<file path="config.mk">
export PLATFORM = sky130hd
export DESIGN_NAME = npc_unit
export DESIGN_NICKNAME = d
export VERILOG_FILES = /design/src/rtl/npc_pkg.sv /design/src/rtl/npc_target.sv /design/src/rtl/npc_compare.sv /design/src/rtl/npc_select.sv /design/src/rtl/npc_unit.sv
export SDC_FILE = /design/constraint.sdc
export NUM_CORES = 1
export LEC_CHECK = 0
export ABC_AREA = 1
export BUFFER_PORTS_ARGS = -buffer_cell sky130_fd_sc_hd__buf_2
export CAP_MARGIN = 20
export CELL_PAD_IN_SITES_DETAIL_PLACEMENT = 1
export CELL_PAD_IN_SITES_GLOBAL_PLACEMENT = 1
export CORE_MARGIN = 1.5
export CORE_UTILIZATION = 33
export CTS_CLUSTER_DIAMETER = 30
export CTS_CLUSTER_SIZE = 25
export DETAILED_ROUTE_END_ITERATION = 16
export HOLD_SLACK_MARGIN = 0.03
export PLACE_DENSITY_LB_ADDON = 0.05
export SLEW_MARGIN = 20
export SYNTH_ARGS = -nofsm -noshare
export SYNTH_HDL_FRONTEND = slang
export SYNTH_SLANG_ARGS = --single-unit
</file>
<file path="constraint.sdc">
create_clock -name clk -period 2.9 [get_ports clk]
set_clock_uncertainty 0.2 [all_clocks]
set_input_delay 0.435 -clock clk [delete_from_list [all_inputs] [get_ports clk]]
set_output_delay 0.435 -clock clk [all_outputs]
set_load 0.01 [all_outputs]
</file>
<file path="src/rtl/npc_pkg.sv">
// Package npc_pkg
// Shared encoding of the decoded control class that drives the
// next-PC unit. Values 8 to 15 are unassigned and are handled as
// sequential flow by every consumer.
package npc_pkg;

    typedef enum logic [3:0] {
        NPC_SEQ  = 4'd0,  // plain fall-through
        NPC_BEQ  = 4'd1,  // branch when operands are equal
        NPC_BNE  = 4'd2,  // branch when operands differ
        NPC_SLT  = 4'd3,  // signed less-than, register operand
        NPC_SLTI = 4'd4,  // signed less-than, immediate operand
        NPC_JMP  = 4'd5,  // direct jump
        NPC_JAL  = 4'd6,  // direct jump with return-address write
        NPC_JR   = 4'd7   // jump to register value
    } npc_op_e;

    localparam int NPC_OP_W = 4;

endpackage

</file>
<file path="src/rtl/npc_target.sv">
// Module npc_target
// Computes the three candidate addresses: the fall-through address,
// the PC-relative branch target and the region-relative jump target.
// Assumes XLEN > JIDX_W + 2, so that some region bits remain above
// the jump field, and that every instruction is INSTR_BYTES long.
module npc_target #(
    parameter int XLEN        = 32,
    parameter int IMM_W       = 16,
    parameter int JIDX_W      = 26,
    parameter int INSTR_BYTES = 4
) (
    input  logic [XLEN-1:0]   pc,
    input  logic [IMM_W-1:0]  imm,
    input  logic [JIDX_W-1:0] jidx,
    output logic [XLEN-1:0]   seq_pc,
    output logic [XLEN-1:0]   br_pc,
    output logic [XLEN-1:0]   jmp_pc
);

    localparam int SHIFT    = $clog2(INSTR_BYTES);
    localparam int REGION_W = XLEN - JIDX_W - SHIFT;
    localparam int EXT_W    = XLEN - IMM_W;

    logic [XLEN-1:0] offset_ext;

    // Fall-through address of the following instruction.
    always_comb begin
        seq_pc = pc + XLEN'(INSTR_BYTES);
    end

    // Sign-extend the offset field, then scale it to bytes.
    always_comb begin
        offset_ext = {{EXT_W{imm[IMM_W-1]}}, imm} << SHIFT;
    end

    // The branch target is measured from the following instruction.
    always_comb begin
        br_pc = seq_pc + offset_ext;
    end

    // The jump target keeps the region bits of the following address.
    always_comb begin
        jmp_pc = {seq_pc[XLEN-1 -: REGION_W], jidx, {SHIFT{1'b0}}};
    end

endmodule

</file>
<file path="src/rtl/npc_compare.sv">
// Module npc_compare
// Operand comparator. Reports register equality for branches, and
// a signed less-than of the first operand against either the second
// register or the sign-extended immediate.
// Assumes two's-complement operands and XLEN >= IMM_W.
module npc_compare #(
    parameter int XLEN  = 32,
    parameter int IMM_W = 16
) (
    input  logic [XLEN-1:0]  a_val,
    input  logic [XLEN-1:0]  b_val,
    input  logic [IMM_W-1:0] imm,
    input  logic             use_imm,
    output logic             eq,
    output logic             lt
);

    localparam int EXT_W = XLEN - IMM_W;

    logic [XLEN-1:0] rhs;

    // Equality of the two register operands.
    always_comb begin
        eq = (a_val == b_val);
    end

    // Choose the right-hand operand of the less-than compare.
    always_comb begin
        rhs = use_imm ? {{EXT_W{imm[IMM_W-1]}}, imm} : b_val;
    end

    // Signed magnitude compare.
    always_comb begin
        lt = $signed(a_val) < $signed(rhs);
    end

endmodule

</file>
<file path="src/rtl/npc_select.sv">
// Module npc_select
// Decides, from the control class and the compare flags, which
// candidate address becomes the next PC. Also decides whether the
// flow is redirected, whether a return address is written, and what
// the set-on-less-than bit is. Unassigned classes fall through.
module npc_select
    import npc_pkg::*;
#(
    parameter int XLEN = 32
) (
    input  logic [NPC_OP_W-1:0] op,
    input  logic                eq,
    input  logic                lt,
    input  logic [XLEN-1:0]     seq_pc,
    input  logic [XLEN-1:0]     br_pc,
    input  logic [XLEN-1:0]     jmp_pc,
    input  logic [XLEN-1:0]     reg_pc,
    output logic [XLEN-1:0]     npc,
    output logic                redirect,
    output logic                link,
    output logic                slt_bit
);

    // Per-class decision on redirect, link and compare result.
    always_comb begin
        redirect = 1'b0;
        link     = 1'b0;
        slt_bit  = 1'b0;
        case (op)
            NPC_BEQ:  redirect = eq;
            NPC_BNE:  redirect = !eq;
            NPC_SLT:  slt_bit  = lt;
            NPC_SLTI: slt_bit  = lt;
            NPC_JMP:  redirect = 1'b1;
            NPC_JAL: begin
                redirect = 1'b1;
                link     = 1'b1;
            end
            NPC_JR:   redirect = 1'b1;
            default:  redirect = 1'b0;
        endcase
    end

    // Address mux driven by the class and the redirect decision.
    always_comb begin
        npc = seq_pc;
        if (redirect) begin
            case (op)
                NPC_BEQ, NPC_BNE: npc = br_pc;
                NPC_JMP, NPC_JAL: npc = jmp_pc;
                NPC_JR:           npc = reg_pc;
                default:          npc = seq_pc;
            endcase
        end
    end

endmodule

</file>
<file path="src/rtl/npc_unit.sv">
// Module npc_unit (top)
// Registered branch and next-PC stage. Accepts one decoded control
// instruction per cycle and presents its next PC, redirect flag,
// link request and set-on-less-than bit one clock later. The
// datapath is combinational up to a single output register stage.
// The reset is synchronous and active low.
module npc_unit
    import npc_pkg::*;
#(
    parameter int XLEN        = 32,
    parameter int IMM_W       = 16,
    parameter int JIDX_W      = 26,
    parameter int REG_ADDR_W  = 5,
    parameter int LINK_REG    = 31,
    parameter int INSTR_BYTES = 4
) (
    input  logic                  clk,
    input  logic                  rst_n,
    input  logic                  in_valid,
    input  logic [NPC_OP_W-1:0]   op_class,
    input  logic [XLEN-1:0]       pc,
    input  logic [XLEN-1:0]       rs_val,
    input  logic [XLEN-1:0]       rt_val,
    input  logic [IMM_W-1:0]      imm16,
    input  logic [JIDX_W-1:0]     jump_idx,
    output logic                  out_valid,
    output logic [XLEN-1:0]       next_pc,
    output logic                  taken,
    output logic                  link_we,
    output logic [REG_ADDR_W-1:0] link_addr,
    output logic [XLEN-1:0]       link_val,
    output logic                  slt_out
);

    logic [XLEN-1:0] seq_pc_c;
    logic [XLEN-1:0] br_pc_c;
    logic [XLEN-1:0] jmp_pc_c;
    logic            eq_c;
    logic            lt_c;
    logic            use_imm_c;
    logic [XLEN-1:0] npc_c;
    logic            redirect_c;
    logic            link_c;
    logic            slt_c;

    // The immediate operand is used only by the immediate compare.
    always_comb begin
        use_imm_c = (op_class == NPC_SLTI);
    end

    npc_target #(
        .XLEN        (XLEN),
        .IMM_W       (IMM_W),
        .JIDX_W      (JIDX_W),
        .INSTR_BYTES (INSTR_BYTES)
    ) u_target (
        .pc     (pc),
        .imm    (imm16),
        .jidx   (jump_idx),
        .seq_pc (seq_pc_c),
        .br_pc  (br_pc_c),
        .jmp_pc (jmp_pc_c)
    );

    npc_compare #(
        .XLEN  (XLEN),
        .IMM_W (IMM_W)
    ) u_compare (
        .a_val   (rs_val),
        .b_val   (rt_val),
        .imm     (imm16),
        .use_imm (use_imm_c),
        .eq      (eq_c),
        .lt      (lt_c)
    );

    npc_select #(
        .XLEN (XLEN)
    ) u_select (
        .op       (op_class),
        .eq       (eq_c),
        .lt       (lt_c),
        .seq_pc   (seq_pc_c),
        .br_pc    (br_pc_c),
        .jmp_pc   (jmp_pc_c),
        .reg_pc   (rs_val),
        .npc      (npc_c),
        .redirect (redirect_c),
        .link     (link_c),
        .slt_bit  (slt_c)
    );

    // The link destination is a fixed register number.
    assign link_addr = REG_ADDR_W'(LINK_REG);

    // Output stage: capture the result, or clear the strobes when idle.
    always_ff @(posedge clk) begin
        if (!rst_n) begin
            out_valid <= 1'b0;
            next_pc   <= '0;
            taken     <= 1'b0;
            link_we   <= 1'b0;
            link_val  <= '0;
            slt_out   <= 1'b0;
        end else begin
            out_valid <= in_valid;
            if (in_valid) begin
                next_pc  <= npc_c;
                taken    <= redirect_c;
                link_we  <= link_c;
                link_val <= seq_pc_c;
                slt_out  <= slt_c;
            end else begin
                taken    <= 1'b0;
                link_we  <= 1'b0;
                slt_out  <= 1'b0;
            end
        end
    end

endmodule

</file>
== Word level (Yosys, flattened, before mapping) ==
Index checks and enable logic that the tools add are counted.
Operators by class
  magnitude comparators: 1
  equality and inequality tests: 8
  $add $sub $neg: 2
  reductions and logical operators: 7
  mux-type cells: 5
Operator list (count)
  $pmux W32 S3: 1
  $mux W32: 2
  $add A32 B3 Y32 const B: 1
  $add A32 B32 Y32: 1
  $eq A32 B32 Y1: 1
  $lt A32 B32 Y1: 1
  $eq A4 B3 Y1 const B: 4
  $eq A4 B2 Y1 const B: 2
  $reduce_or A2 Y1: 3
  $eq A4 B1 Y1 const B: 1
  $pmux W1 S3: 1
  $reduce_and A3 Y1: 1
  $reduce_or A3 Y1: 1
  $reduce_and A2 Y1: 1
  $logic_not A1 Y1: 1
  $mux W1: 1
Storage, ports and cells
  bits in registers: 68
  word-level logic and storage cells: 29
  output and inout bits: 73
  bits of input ports: 145

== Logic depth before layout (Yosys ltp) ==
Gate-level depths: netlist (run 1).
  depth in word-level cells: 4
  depth in mapped cells: 26

== By module ==
From an unflattened synthesis (run 1), not the netlist that was laid out.
Second synthesis, totals
  cells, all modules: 1499
  area total of the unflattened synthesis: 8519.4 um^2
By module, submodules not included
  npc_target: times used 1, area each 3108.0 um^2, cells an instance 580, sequential area each 0.0 um^2
  npc_unit: times used 1, area each 2767.7 um^2, cells an instance 427, sequential area each 1361.3 um^2
  npc_compare: times used 1, area each 1381.3 um^2, cells an instance 219, sequential area each 0.0 um^2
  npc_select: times used 1, area each 1262.5 um^2, cells an instance 273, sequential area each 0.0 um^2

== Worst setup path before layout (run 1) ==
OpenSTA, ideal clock, no wires.
  path kind: input port to flip-flop
  from: input port pc[2]
  to: register next_pc[31]
  data required time: 2633 ps
  buffers on the path: 0
  data arrival time: 2749 ps
  setup time: 67 ps
  stages on the path: 25
  setup slack: -116 ps
  path through: ha_1 nand3_2 inv_2 nand2_1 nor2_4 nand2_2 nor2_1 inv_1 nor2_1 nor2_1 ha_1 nand2_1 o21ai_0 nand2_1 nand2_1 nand2_1 nand2_1 inv_1 nand2_1 inv_1 nand2_1 nand3_1 nand2_1 nand2_1 a21oi_2
Between the ends
  word-level cells in the longest chain between the ends: 4
Ends and longest elaborated chain
  from (decl): line npc_unit.sv:21  | input logic [XLEN-1:0] pc,
  $add A32 B3 Y32: line npc_target.sv:28  | seq_pc = pc + XLEN'(INSTR_BYTES);
  net seq_pc_c[18]: line npc_unit.sv:35  | logic [XLEN-1:0] seq_pc_c;
  $add A32 B32 Y32: line npc_target.sv:38  | br_pc = seq_pc + offset_ext;
  $pmux W32 S3: line npc_select.sv:48  | case (op)
  $mux W32: line npc_select.sv:47  | if (redirect) begin
  to (signal assigned): line npc_unit.sv:108  | next_pc <= npc_c;
  to (decl): line npc_unit.sv:27  | output logic [XLEN-1:0] next_pc,
The timed path passes the listed nets, and every way through them passes these cells.
A chain may end at the register's enable or synchronous reset.

== Worst setup path after layout (run 1) ==
  from: input port pc[11]
  to: register next_pc[30]
Between the ends
  word-level cells in the longest chain between the ends: 4
Ends and longest elaborated chain
  $add A32 B3 Y32: line npc_target.sv:28
  net jmp_pc_c[29]: line npc_unit.sv:37  | logic [XLEN-1:0] jmp_pc_c;
  $add A32 B32 Y32: line npc_target.sv:38
  $pmux W32 S3: line npc_select.sv:48
  $mux W32: line npc_select.sv:47
The timed path passes the listed nets, and every way through them passes these cells.

==> results of run 1 <==
## registers in the layout, indices dropped and copies added (netlist names)
name,cells
taken,1
out_valid,1
link_we,1
link_val,32
next_pc,32
slt_out,1
## worst max path at each step
stage,startpoint,to,slack [ns],cells after the start
after floorplan,pc[3],next_pc[22]$_SDFFE_PN0P_,0.003,19
after global placement,pc[12],next_pc[30]$_SDFFE_PN0P_,-0.73,20
after detailed placement,pc[12],next_pc[30]$_SDFFE_PN0P_,-0.72,20
after CTS,pc[16],next_pc[30]$_SDFFE_PN0P_,-0.12,23
after global routing,pc[2],next_pc[24]$_SDFFE_PN0P_,-0.39,21
final,pc[11],next_pc[30]$_SDFFE_PN0P_,-0.28,23
## power by group through the flow
stage                     clock network, mW  logic, mW  registers, mW
after detailed placement                  0       1.55           1.06
after floorplan                           0      0.760           1.08
after global placement                    0       1.52           1.06
final                                  1.35       2.04           1.04
after CTS                              1.36       1.72           1.04
after global routing                   1.39       2.19           1.04
## critical path, stage by stage
cell and delay, ns:
buf_2 0.13, nand2_1 0.11, nor2_2 0.19, nand2_2 0.14
buf_6 0.15, nor2_4 0.15, buf_6 0.12, buf_6 0.08
nand2_1 0.05, nand2_1 0.09, nand2_2 0.07, inv_2 0.13
ha_4 0.24, buf_4 0.16, a21oi_2 0.24, nand3_2 0.13
a21oi_4 0.18, nand2_1 0.09, nand2_1 0.08, nand3_2 0.08
nand3_2 0.07, nand2_1 0.06, a21oi_2 0.10
## per-stage QoR
stage	setup WS, ns	setup TNS (ns)	cell area (µm²)	hold WS [ns]	std cells
final	-0.284	-3.09	12900	0.124	2002
after global routing	-0.386	-5.53	12900	0.184	2002
after CTS	-0.118	-0.601	11600	0.126	1980
after detailed placement	-0.723	-14.74	10400	0.254	1939
after global placement	-0.733	-13.14	10400	0.250	1939
after floorplan	0.00319	0	7770	0.288	1272
## final cells by class
type                       count  area share, %
timing repair buffer         440           23.3
sequential                    68           10.6
clock inverter                 6          0.866
multi-input combinational    989           54.9
inverter                     174           5.33
antenna                        2         0.0389
clock buffer                  10           1.86
tap                          313           3.04
## metal layers
metal  GRT usage, %  vias up
li1               -     4949
met1           36.0     5065
met2           57.8      410
met3           4.14      138
met4           14.6        2
met5              0        -
## placed cells by master (no fill, tap or decap), types with 5 or more instances in the layout
master / count
nand2_1: 277
mux2i_1: 11
o21ai_1: 10
o211ai_1: 15
xor2_4: 5
nor2_2: 15
nor2_1: 71
buf_12: 5
inv_4: 10
nand3_1: 76
nand3_2: 21
conb_1: 5
buf_2: 196
a21oi_4: 11
xnor2_1: 28
dfxtp_1: 68
clkbuf_16: 9
nor2_4: 30
inv_2: 30
nand2_4: 29
nand3b_1: 16
o21ai_2: 11
a22o_1: 17
nor3_4: 11
buf_8: 5
ha_4: 27
nand4_1: 17
inv_1: 132
ha_1: 36
o21ai_0: 51
or2_2: 6
buf_4: 210
a21oi_2: 18
xor2_2: 9
o21ai_4: 6
a21oi_1: 72
nand2_2: 52
buf_6: 24
## cell families (layout without fill, tap and decap cells)
kind of cell	Yosys count	count (layout)	share of synthesized area, %
AND/OR/NAND/NOR	640	640	36.8
AO/OA/AOI/OAI	219	219	16.0
buffers and inverters	215	630	11.5
flip-flops	68	68	17.6
adder cells (fa/ha/maj)	66	66	10.8
XOR/XNOR	48	48	5.74
multiplexers	11	11	1.43
other	1	7	0.0486
## what timing repair did
action	in CTS	in global routing
hold endpoints to repair	0	0
pin swaps	65	143
setup buffers	25	25
setup endpoints to repair	23	25
resized for setup	169	248
==> results.cfg, run 1 <==
[die]
start_util_pct = 33.9
die_height_um = 156
die_w_um = 156
rows = 55
ios = 218
die_area_um2 = 24300
core_um2 = 22800

[synth]
synth_common_cells = nand2_1, inv_1, nor2_1
synth_top_area_share_pct = 17.6
syn_area_per_cell_um2 = 6.09
ys.flop_type = dfxtp_1
synth_area_leaders = dfxtp_1, nand2_1, ha_1
yosysTopAreaCell = dfxtp_1
async_flop_share_pct = 0
ys_ff_latch = 68
yosysMostFrequentCell = nand2_1
synth-edff-count = 0
ys_types = 52
yosysWarnings = 0
seq_area_frac_synth_pct = 17.6
synth_area_um2 = 7720
netlist_instances = 1268

[timing]
min_period_ns = 3.18
relSlewSlack_pct = 52.4
timing.final.ws_setup_ns = -0.284
rsz0062_at_grt = yes
finalHoldViolations = 0
tightest_slew_ns = 0.713
maxSlewViolCount = 0
fmax_ghz = 0.314
min_period_over_period_pct = 110
setup_viol = 21

[detailed_routing]
wl_met1_um = 16600
firstDrtPassIters = 5
vias = 10564
wl_met2_um = 21600
wire_per_inst_um = 21.3
vias_per_cell = 5.28
dr.first_iter.drc_count = 528
wl_met3_um = 1980
drc = 0
highest_layer = met5
ant_nets = 0
drt-total-wl_um = 42600

[cells_and_area]
syn2layout_area_growth_pct = 66.7
multiInputGateArea_um2 = 7070
drive_gt1_share_pct = 45.2
fin_nets = 1893
register_area_um2 = 1360
nFillCells = 2990
fin_util_pct = 56.5

[pwr]
ir_drop_v = 0.000232
p_switching_mw = 1.69
sw_frac_of_total_pct = 38.1
clkPwrFrac_pct = 30.4
power.internal_mw = 2.74
p_leak_nw = 6.38
pwr-share-comb_pct = 46.1
pwr_density_cell_nw_per_um2 = 344
total_power_mw = 4.43
pwr-share-seq_pct = 23.5

[place]
port_buffers = 212
gp_congestion = 0.936
dp_hpwl_um = 30100

[critical_path]
rr_worst_depth = 2
crit_arrival_ns = 3.27
required_ns = 2.99
r2r_slack_ns = 1.72
worstSetupPathType = in -> reg
r2r_end = link_val[7]$_SDFFE_PN0P_
endpoint_kind = flip-flop
setup.worst_path.start_class = input pin
path_max_fanout = 4
reg2reg_from = link_val[7]$_SDFFE_PN0P_

[min_path]
min_to = link_val[0]$_SDFFE_PN0P_
hold_class = in -> reg
worstHoldStart = pc[0]
min_path_cells = 3

[grt]
grt_usage_pct = 31.5
grt_max_degree = 43
grt_overflow = 0
grt_pass1_wl_um = 58200
grt_pass1_vias = 10678
antenna_found_initial = 3

[cts]
clk_pin_slew_worst_paths_ns = 0.07
clock_sinks = 68
cts_htree_levels = 3
cts_buffers = 9
cts_tree = yes
clockRootBuffer = clkbuf_16
cts.hold.buffers_added = 0
cts_buffer_depth = 2
clock_latency_ns = 0.34

[outcome]
outcome = complete, but fails checks
violations = negative setup slack

[job]
drv_cap = 0
No activity file was read; power rests on OpenSTA's default activity.
==> run 2, diff against run 1 <==
- ABC_AREA: 1 -> default
- CORE_UTILIZATION: 33 -> 34
==> run 2 against run 1 <==
Worst hold slack better by 0.063 ns. Flip-flop and latch count unchanged. The flow still finishes with violations (negative setup slack). Routed wire length down 19%. Highest routed layer is now met4. Cell count down 24%. Setup slack worse by 0.38 ns. Combinational power down 6%.
==> results.cfg, run 2 <==
[critical_path]
critical_path.startpoint = pc[10]
crit_chain = buf_6 -> and3_4 -> nand3_4 -> nor3_4 -> nand3_2 -> xor2_1 -> inv_1 -> ha_4 -> nand4_1 -> nor2b_2 -> nand3_2 -> o21ai_4 -> buf_6 -> a31oi_4 -> xnor2_2 -> a222oi_1 -> o221ai_1 -> and2_1
timing.critical_path.to = next_pc[23]$_SDFFE_PN0P_
required_ns = 2.95
path_max_fanout = 4
endpoint_kind = flip-flop
cp_num_buf_inv = 3
path_depth = 18
slowest_delay_ns = 0.30
crit_arrival_ns = 3.61
reg2reg_from = next_pc[20]$_SDFFE_PN0P_
rr_worst_depth = 3
worst_path_max_delay_cell = ha_4
r2r_slack_ns = 1.68
r2r_end = next_pc[20]$_SDFFE_PN0P_
cpLargestDelayFamily = simple AND/OR/NAND/NOR gates
setup.worst_path.start_class = input pin
worstSetupPathType = in -> reg

[synth]
synth_common_cells = a21oi_1, dfxtp_1, xnor2_1
async_flop_share_pct = 0
ys_ff_latch = 68
yosysWarnings = 0
synth_area_leaders = dfxtp_1, ha_1, xnor2_1
ys.flop_type = dfxtp_1
synth_area_um2 = 6550
synthMuxAreaShare_pct = 4.20
synth_top_area_share_pct = 20.8
synth_xor_area_share_pct = 12.1
synth-simple-area-share_pct = 19.4
netlist_instances = 809
synth_compound_area_share_pct = 26.1
synth_top_family_by_area = compound AO/OA/AOI/OAI gates
ys_types = 70
synthAdderAreaFrac_pct = 12.7
seq_area_frac_synth_pct = 20.8
yosysTopAreaCell = dfxtp_1
yosysMostFrequentCell = a21oi_1
syn_area_per_cell_um2 = 8.09
synth-edff-count = 0

[cts]
cts.hold.buffers_added = 0
cts_buffers = 9
clk_pin_slew_worst_paths_ns = 0.07
cts_tree = yes
cts_htree_levels = 3
clockRootBuffer = clkbuf_16
clock_latency_ns = 0.35
clock_sinks = 68
cts_buffer_depth = 2

[grt]
grt_pass1_wl_um = 49000
globalRouteMet1Util_pct = 44.3
grt_usage_pct = 32.0
globalRouteMet2Util_pct = 51.6
antenna_found_initial = 0
grt_pass1_vias = 8531
grt_busiest_layer = met2
gr-usage-met3_pct = 3.85
grt_overflow = 0
grt_max_degree = 44

[cells_and_area]
drive_gt1_share_pct = 52.2
layout_common_cells = buf_4, buf_2, dfxtp_1, xnor2_1, nor2_1
final_area_um2 = 11300
syn2layout_area_growth_pct = 72.3
fin_nets = 1485
final_common_cell = buf_4
antenna_cells = 0
reg_top3 = link_val x32, next_pc x32
fin_util_pct = 60.1

[die]
die_height_um = 142
start_util_pct = 34.9
rows = 50
ios = 218
core_um2 = 18800
die_area_um2 = 20100
die_w_um = 142

[timing]
min_period_over_period_pct = 123
min_period_ns = 3.56
relSlewSlack_pct = 62.0
tightest_slew_ns = 0.568
fmax_ghz = 0.281
rsz0062_at_grt = yes
setup_viol = 23
timing.final.ws_setup_ns = -0.660
setup_tns_ns = -9.61
maxSlewViolCount = 0
finalHoldViolations = 0

[place]
dp_hpwl_um = 25100
place_area_um2 = 9800
port_buffers = 212
pre_cts_ws_ns = -1.05
gp_congestion = 0.892

[pwr]
pwr_density_cell_nw_per_um2 = 368
total_power_mw = 4.15
ir_drop_v = 0.000300
p_leak_nw = 5.42

[detailed_routing]
drc = 0
wire_per_inst_um = 22.7
drt-total-wl_um = 34400
firstDrtPassIters = 5
dr.first_iter.drc_count = 513
ant_nets = 0
vias = 8452
vias_per_cell = 5.59

[outcome]
violations = negative setup slack
outcome = complete, but fails checks

[min_path]
hold_class = in -> reg

[job]
drv_cap = 0
[run 2: worst min-delay path by stage]
| stage | startpoint | to | slack, ns | cells past startpoint |
|---|---|---|---|---|
| after CTS | jump_idx[16] | next_pc[18]$_SDFFE_PN0P_ | 0.19 | 3 |
| after detailed placement | next_pc[15]$_SDFFE_PN0P_ | next_pc[15]$_SDFFE_PN0P_ | 0.26 | 2 |
| after floorplan | next_pc[15]$_SDFFE_PN0P_ | next_pc[15]$_SDFFE_PN0P_ | 0.29 | 2 |
| after global routing | jump_idx[18] | next_pc[20]$_SDFFE_PN0P_ | 0.21 | 3 |
| final | jump_idx[18] | next_pc[20]$_SDFFE_PN0P_ | 0.19 | 3 |
| after global placement | next_pc[15]$_SDFFE_PN0P_ | next_pc[15]$_SDFFE_PN0P_ | 0.25 | 2 |
[run 2: worst min-delay path: stages]
cell      delay [ns]
buf_2           0.08
a222oi_1        0.06
o21ai_1         0.12
[run 2: final cells by class]
type / instances / area (µm²)
clock buffer: 9 / 225
clock inverter: 7 / 80.1
fill: 2283 / 7480
inverter: 27 / 101
multi-input combinational: 671 / 5850
sequential: 68 / 1360
tap: 234 / 293
timing repair buffer: 497 / 3370
[run 2: cells by family (layout without fill, tap and decap cells)]
logic type / count (synthesis) / count (layout)
AOI/OAI and AO/OA: 242 / 242
xor gates and xnor gates: 86 / 86
adders and majority gates: 66 / 66
buffers and inverters: 74 / 540
DFF: 68 / 68
muxes: 27 / 27
other: 1 / 5
and+or+nand+nor: 245 / 245
[run 2: through the flow]
step,hold WS (ns),cells
after CTS,0.186,1494
after floorplan,0.289,813
final,0.187,1513
after global placement,0.252,1448
after detailed placement,0.255,1448
after global routing,0.206,1513
[run 2: power breakdown]
part | switching, mW | internal (mW) | total (mW) | leakage, nW
clock network | 0.517 | 0.680 | 1.20 | 0.143
logic | 0.976 | 0.939 | 1.92 | 4.72
registers | 0.0387 | 1.00 | 1.04 | 0.563
total | 1.53 | 2.62 | 4.15 | 5.42
[run 2: metal layers]
layer,wire [µm],up-vias
met1,15300,4129
met3,2140,62
met5,0,-
li1,-,3905
met4,1010,0
met2,15900,356
[run 2: what timing repair did]
action	4_1_cts	5_1_grt
pin swaps	77	71
gates resized for setup	100	63
buffers inserted	31	20
endpoints found under the setup margin	25	27
